### config.mk
export PLATFORM = sky130hd
export DESIGN_NAME = vfa_top
export DESIGN_NICKNAME = d
export VERILOG_FILES = /design/src/rtl/vfa_pkg.sv /design/src/rtl/vfa_line_seq.sv /design/src/rtl/vfa_addr_cnt.sv /design/src/rtl/vfa_top.sv
export SDC_FILE = /design/constraint.sdc
export NUM_CORES = 1
export LEC_CHECK = 0
export ABC_AREA = 1
export BUFFER_PORTS_ARGS = -buffer_cell sky130_fd_sc_hd__buf_2
export CAP_MARGIN = 40
export CELL_PAD_IN_SITES_DETAIL_PLACEMENT = 0
export CELL_PAD_IN_SITES_GLOBAL_PLACEMENT = 1
export CORE_MARGIN = 5
export CORE_UTILIZATION = 39
export DETAILED_ROUTE_END_ITERATION = 7
export GPL_TIMING_DRIVEN = 0
export PLACE_DENSITY = 0.83
export SYNTH_ARGS = -nofsm -noshare
export SYNTH_HDL_FRONTEND = slang
export SYNTH_SLANG_ARGS = --single-unit
### constraint.sdc
create_clock -name clk -period 3.35 [get_ports clk]
set_input_delay 0.335 -clock clk [delete_from_list [all_inputs] [get_ports clk]]
set_output_delay 0.335 -clock clk [all_outputs]
set_load 0.005 [all_outputs]
### src/rtl/vfa_pkg.sv
package vfa_pkg;

    localparam int unsigned LO_WORDS_PER_GROUP   = 4;
    localparam int unsigned MONO_WORDS_PER_GROUP = 1;

    typedef enum logic {
        RES_LOW  = 1'b0,
        RES_MONO = 1'b1
    } res_e;

    typedef struct packed {
        logic wr;     // software counter write
        logic fs;     // frame start reload
        logic inc;    // one word fetched
        logic add;    // end-of-line offset
    } cnt_ctl_t;

    function automatic int unsigned line_words(
        input res_e        res,
        input logic        scroll_on,
        input int unsigned lo_groups,
        input int unsigned mono_groups
    );
        int unsigned grp;
        grp = (res == RES_MONO) ? mono_groups : lo_groups;
        if (scroll_on) grp = grp + 1;
        return (res == RES_MONO) ? grp * MONO_WORDS_PER_GROUP
                                 : grp * LO_WORDS_PER_GROUP;
    endfunction

    function automatic int unsigned max_words(
        input int unsigned lo_groups,
        input int unsigned mono_groups
    );
        int unsigned a;
        int unsigned b;
        a = (lo_groups + 1) * LO_WORDS_PER_GROUP;
        b = (mono_groups + 1) * MONO_WORDS_PER_GROUP;
        return (a > b) ? a : b;
    endfunction

endpackage

### src/rtl/vfa_line_seq.sv
module vfa_line_seq
    import vfa_pkg::*;
#(
    parameter int unsigned LO_GROUPS   = 20,
    parameter int unsigned MONO_GROUPS = 40,
    localparam int unsigned MAXW       = max_words(LO_GROUPS, MONO_GROUPS),
    localparam int unsigned LEFT_W     = $clog2(MAXW + 1)
) (
    input  logic       clk,
    input  logic       rst,
    input  logic       line_start,
    input  logic       frame_start,
    input  res_e       res,
    input  logic [3:0] hscroll,
    output logic       busy,
    output logic [3:0] shift
);

    logic [LEFT_W-1:0] left_q;
    logic [3:0]        shift_q;

    always_ff @(posedge clk) begin
        if (rst) begin
            left_q  <= '0;
            shift_q <= '0;
        end else begin
            if (line_start) shift_q <= hscroll;
            if (frame_start)
                left_q <= '0;
            else if (line_start)
                left_q <= LEFT_W'(line_words(res, hscroll != 4'd0,
                                             LO_GROUPS, MONO_GROUPS));
            else if (left_q != '0)
                left_q <= left_q - 1'b1;
        end
    end

    assign busy  = (left_q != '0);
    assign shift = shift_q;

    AST_SHIFT_HOLD: assert property (@(posedge clk) disable iff (rst)
        !line_start |=> $stable(shift_q));

    AST_BURST_BOUND: assert property (@(posedge clk) disable iff (rst)
        32'(left_q) <= MAXW);

    AST_FRAME_STOP: assert property (@(posedge clk) disable iff (rst)
        frame_start |=> !busy);

endmodule

### src/rtl/vfa_addr_cnt.sv
module vfa_addr_cnt
    import vfa_pkg::*;
#(
    parameter int unsigned WA_W  = 23,
    parameter int unsigned OFS_W = 8
) (
    input  logic             clk,
    input  logic             rst,
    input  logic             base_wr,
    input  logic [WA_W-1:0]  base_wdata,
    input  logic [WA_W-1:0]  cnt_wdata,
    input  logic [OFS_W-1:0] line_offset,
    input  cnt_ctl_t         ctl,
    output logic [WA_W-1:0]  cnt
);

    logic [WA_W-1:0] base_q;
    logic [WA_W-1:0] cnt_q;
    logic [WA_W-1:0] ofs_ext;

    assign ofs_ext = {{(WA_W-OFS_W){1'b0}}, line_offset};

    always_ff @(posedge clk) begin
        if (rst) begin
            base_q <= '0;
            cnt_q  <= '0;
        end else begin
            if (base_wr) base_q <= base_wdata;
            if (ctl.wr)
                cnt_q <= cnt_wdata;
            else if (ctl.fs)
                cnt_q <= base_q;
            else if (ctl.inc)
                cnt_q <= cnt_q + 1'b1;
            else if (ctl.add)
                cnt_q <= cnt_q + ofs_ext;
        end
    end

    assign cnt = cnt_q;

    AST_WR_WINS: assert property (@(posedge clk) disable iff (rst)
        ctl.wr |=> cnt_q == $past(cnt_wdata));

    AST_FRAME_LOAD: assert property (@(posedge clk) disable iff (rst)
        (ctl.fs && !ctl.wr) |=> cnt_q == $past(base_q));

    AST_IDLE_HOLD: assert property (@(posedge clk) disable iff (rst)
        (!ctl.wr && !ctl.fs && !ctl.inc && !ctl.add) |=> $stable(cnt_q));

    AST_LINE_ADD: assert property (@(posedge clk) disable iff (rst)
        (ctl.add && !ctl.wr && !ctl.fs && !ctl.inc)
        |=> cnt_q == $past(cnt_q) + {{(WA_W-OFS_W){1'b0}}, $past(line_offset)});

endmodule

### src/rtl/vfa_top.sv
module vfa_top
    import vfa_pkg::*;
#(
    parameter int unsigned WA_W        = 23,
    parameter int unsigned OFS_W       = 8,
    parameter int unsigned LO_GROUPS   = 20,
    parameter int unsigned MONO_GROUPS = 40
) (
    input  logic             clk,
    input  logic             rst,
    input  logic             res_mode,
    input  logic [3:0]       hscroll,
    input  logic [OFS_W-1:0] line_offset,
    input  logic             base_wr,
    input  logic [WA_W-1:0]  base_wdata,
    input  logic             cnt_wr,
    input  logic [WA_W-1:0]  cnt_wdata,
    input  logic             frame_start,
    input  logic             line_start,
    input  logic             line_end,
    output logic             fetch_req,
    output logic [WA_W-1:0]  fetch_addr,
    output logic [3:0]       pix_shift
);

    logic     busy;
    cnt_ctl_t ctl;
    res_e     res;

    assign res = res_e'(res_mode);

    vfa_line_seq #(
        .LO_GROUPS   (LO_GROUPS),
        .MONO_GROUPS (MONO_GROUPS)
    ) u_seq (
        .clk         (clk),
        .rst         (rst),
        .line_start  (line_start),
        .frame_start (frame_start),
        .res         (res),
        .hscroll     (hscroll),
        .busy        (busy),
        .shift       (pix_shift)
    );

    always_comb begin
        ctl.wr  = cnt_wr;
        ctl.fs  = frame_start;
        ctl.inc = busy;
        ctl.add = line_end;
    end

    vfa_addr_cnt #(
        .WA_W  (WA_W),
        .OFS_W (OFS_W)
    ) u_cnt (
        .clk         (clk),
        .rst         (rst),
        .base_wr     (base_wr),
        .base_wdata  (base_wdata),
        .cnt_wdata   (cnt_wdata),
        .line_offset (line_offset),
        .ctl         (ctl),
        .cnt         (fetch_addr)
    );

    assign fetch_req = busy;

    AST_CONTIG: assert property (@(posedge clk) disable iff (rst)
        (fetch_req && !cnt_wr && !frame_start)
        |=> (!fetch_req || fetch_addr == $past(fetch_addr) + 1'b1));

    AST_RST_IDLE: assert property (@(posedge clk)
        rst |=> (!fetch_req && fetch_addr == '0 && pix_shift == 4'd0));

endmodule

==> run summary <==
status: complete, no violations
I/O pins: 94
antenna viol nets, final: 0
H-tree depth: 3
synth top area cells: dfxtp_1 (31%), nand2_1 (11%), a21oi_1 (9.3%)
CTS Buf Count: 9
YS warnings: 0
vias in the first global route: 3818
Reg area: 0.00114 mm²
drt pass-1 iters: 4
area of the core: 0.00920 mm²
pre-CTS setup slack: 619 ps
Slew Limit Fails: 0
Logic pwr share: 24.5%
setup bufs post-CTS: 0
area of the multi-input gates: 0.00207 mm²
Yosys top cell by area: dfxtp_1
antenna violations before repair: 0
post-synth top area share: 31.3%
measured slew at the worst slew-check pin: 531 ps
fin worst setup slack: 606 ps
Bufs on Longest Clock Path: 2
Max FO, Critical Path: 10
gr usage total: 20.2%
Synthesized Nets: 652
Area Overhead vs Synth: 21.5%
Placed Area: 0.00424 mm²
top-count cell post-synth: nand2_1
Max-slew headroom: 64.6%
initial core utilization: 39.6%
Synth Flop Type: dfxtp_1
Mapped Cells: 575
Crit. End Element: flop
sw frac: 32.6%
mapped cell area: 0.00365 mm²
Placed Cells: 776
Remaining DRCs: 0
syn_area_per_cell: 6.34 µm²
maxcap violations: 0
count of buffers from port buffering: 90
hold_buf cts: 0
share of layout cells above drive strength 1: 19.6%
Internal: 1.28 mW
via count: 3892
endpoints failing hold: 0
Skew-Pair Late Insertion Delay: 340 ps
Placement Rows: 35
Reg clk slew, reported paths: 70 ps
worst hold margin: 225 ps
CP Launch Type: flop
DR iter-0 viols: 134
RSZ-0062 raised after global routing: false
f_max: 0.364 GHz
Post-CTS Resized: 0
die width: 107 µm
Clock Sinks: 57
Sw Pwr: 0.617 mW
Final GP Congestion: 0.891
setup violators final: 0
DP HPWL: 9200 µm
clock power share: 34.4%
Static Leakage: 2.16 nW
#FFs+latches synth: 57
die footprint: 0.0114 mm²
Critical Path RT: 3610 ps
DRT Wirelength: 11400 µm
Clock Skew: 12.3 ps
number of fill cells in the layout: 1033
pwr dens: 428 mW/mm²
fin crit share: 81.9%
Post-synth EDFFs: 0
worst hold path type: input pin to flop
clk root buf: clkbuf_8
# diodes: 0
critical path class: flop to flop
Synth top cells by count: nand2_1 (107), nor2_1 (83), inv_1 (73)
shortest period the worst path allows: 2740 ps
total negative setup slack: 0 ps
nets: 753
total gr overflow: 0
critical path arrival: 3010 ps
wire per inst: 14.4 µm
Vias/cell: 4.92
post-synthesis sequential area ratio: 31.3%
CTS tree: built
Die Ht: 107 µm
largest net degree at the start of global routing: 11
Reg power frac: 41.2%
first-pass GRT wire length: 18200 µm
Max VDD drop: 0.207 mV
number of unique standard cell types used by synthesis: 40
post-route cell area: 0.00443 mm²
asr flop ratio synth: 0%
final non-filler cell total: 791
registers in the layout, summed over array words and instances (netlist names):
name,cells
u_cnt.base_q,23
u_cnt.cnt,23
u_seq.left_q,7
u_seq.shift,4
area by class of cell:
class                   count  area share, %
well taps                 111           3.14
repair buffers             90           10.2
inverters                  76           6.50
clock buffers              10           3.11
plain buffers              24           3.42
multi-input cells         418           46.6
flip-flops and latches     57           25.8
clock inverters             5           1.27
per-layer routing:
metal  GRT usage (%)  vias up  share of wire (%)
met2            35.3       95                 48
met4            5.21        0               0.96
met3            4.64       13                6.2
li1                -     2064                  -
met1            25.1     1720                 44
met5               0        -                  0
metrics by stage:
| stage | power (mW) | util (%) |
|---|---|---|
| finish | 1.89 | 48.2 |
| global route | 2.02 | 48.2 |
| CTS | 1.92 | 48.2 |
| detailed placement | 1.26 | 46.1 |
| global placement | 1.25 | 46.1 |
| floorplan | 1.09 | - |
final timing paths:
path | from | to | slack, ps | cells after the start
worst max-delay path | u_seq.left_q[0] | u_cnt.cnt[16] | 610 | 16
worst min-delay path | base_wdata[20] | u_cnt.base_q[20] | 230 | 3
worst max register to register | u_seq.left_q[0] | u_cnt.cnt[16] | 610 | 16
worst min register to register | u_cnt.base_q[6] | u_cnt.base_q[6] | 460 | 2
worst max-delay path: stages, from the launching register on:
cell      delay (ps)
dfxtp_1          330
inv_1            100
ha_1             240
nand3_4          170
or2_2            140
ha_1             200
inv_1             80
fa_1             410
inv_1            130
nand3_1           80
nand3_1          110
nand2_1           90
nand2_1          200
nand3b_1         110
nand3_1           90
nand2_1           60
a21oi_1          130
power groups by stage:
stage / sequential [mW] / clock [mW] / combinational (mW)
2_1_floorplan: 0.784 / 0 / 0.309
3_3_place_gp: 0.793 / 0 / 0.459
3_5_place_dp: 0.795 / 0 / 0.464
4_1_cts: 0.780 / 0.668 / 0.468
5_1_grt: 0.789 / 0.697 / 0.531
6_report: 0.780 / 0.651 / 0.464
logic make-up (layout without fill, tap and decap cells):
group / Yosys count / count (layout) / share of synthesized area (%)
buffers and inverters: 100 / 205 / 12.0
adders and majority gates: 11 / 11 / 3.98
xor gates and xnor gates: 8 / 8 / 1.92
AOI/OAI and AO/OA: 135 / 135 / 19.1
and+or+nand+nor: 264 / 264 / 31.6
DFF: 57 / 57 / 31.3
placed cells by master (no fill, tap or decap), types with 2 or more instances in the layout:
| cell | n |
|---|---|
| a21oi_1 | 68 |
| clkbuf_1 | 9 |
| buf_6 | 2 |
| clkbuf_8 | 13 |
| clkinv_2 | 2 |
| nand2_1 | 107 |
| nor2_2 | 3 |
| xor2_1 | 5 |
| a21oi_2 | 2 |
| inv_1 | 73 |
| nand4_1 | 6 |
| ha_1 | 10 |
| nand3b_1 | 5 |
| dfxtp_1 | 57 |
| inv_2 | 2 |
| nand3_1 | 43 |
| buf_2 | 95 |
| xnor2_1 | 3 |
| o21ai_0 | 57 |
| nand2_2 | 3 |
| nor3_1 | 5 |
| buf_1 | 3 |
| o211ai_1 | 4 |
| nor2_1 | 83 |
Power figures use the tool's default switching activity.
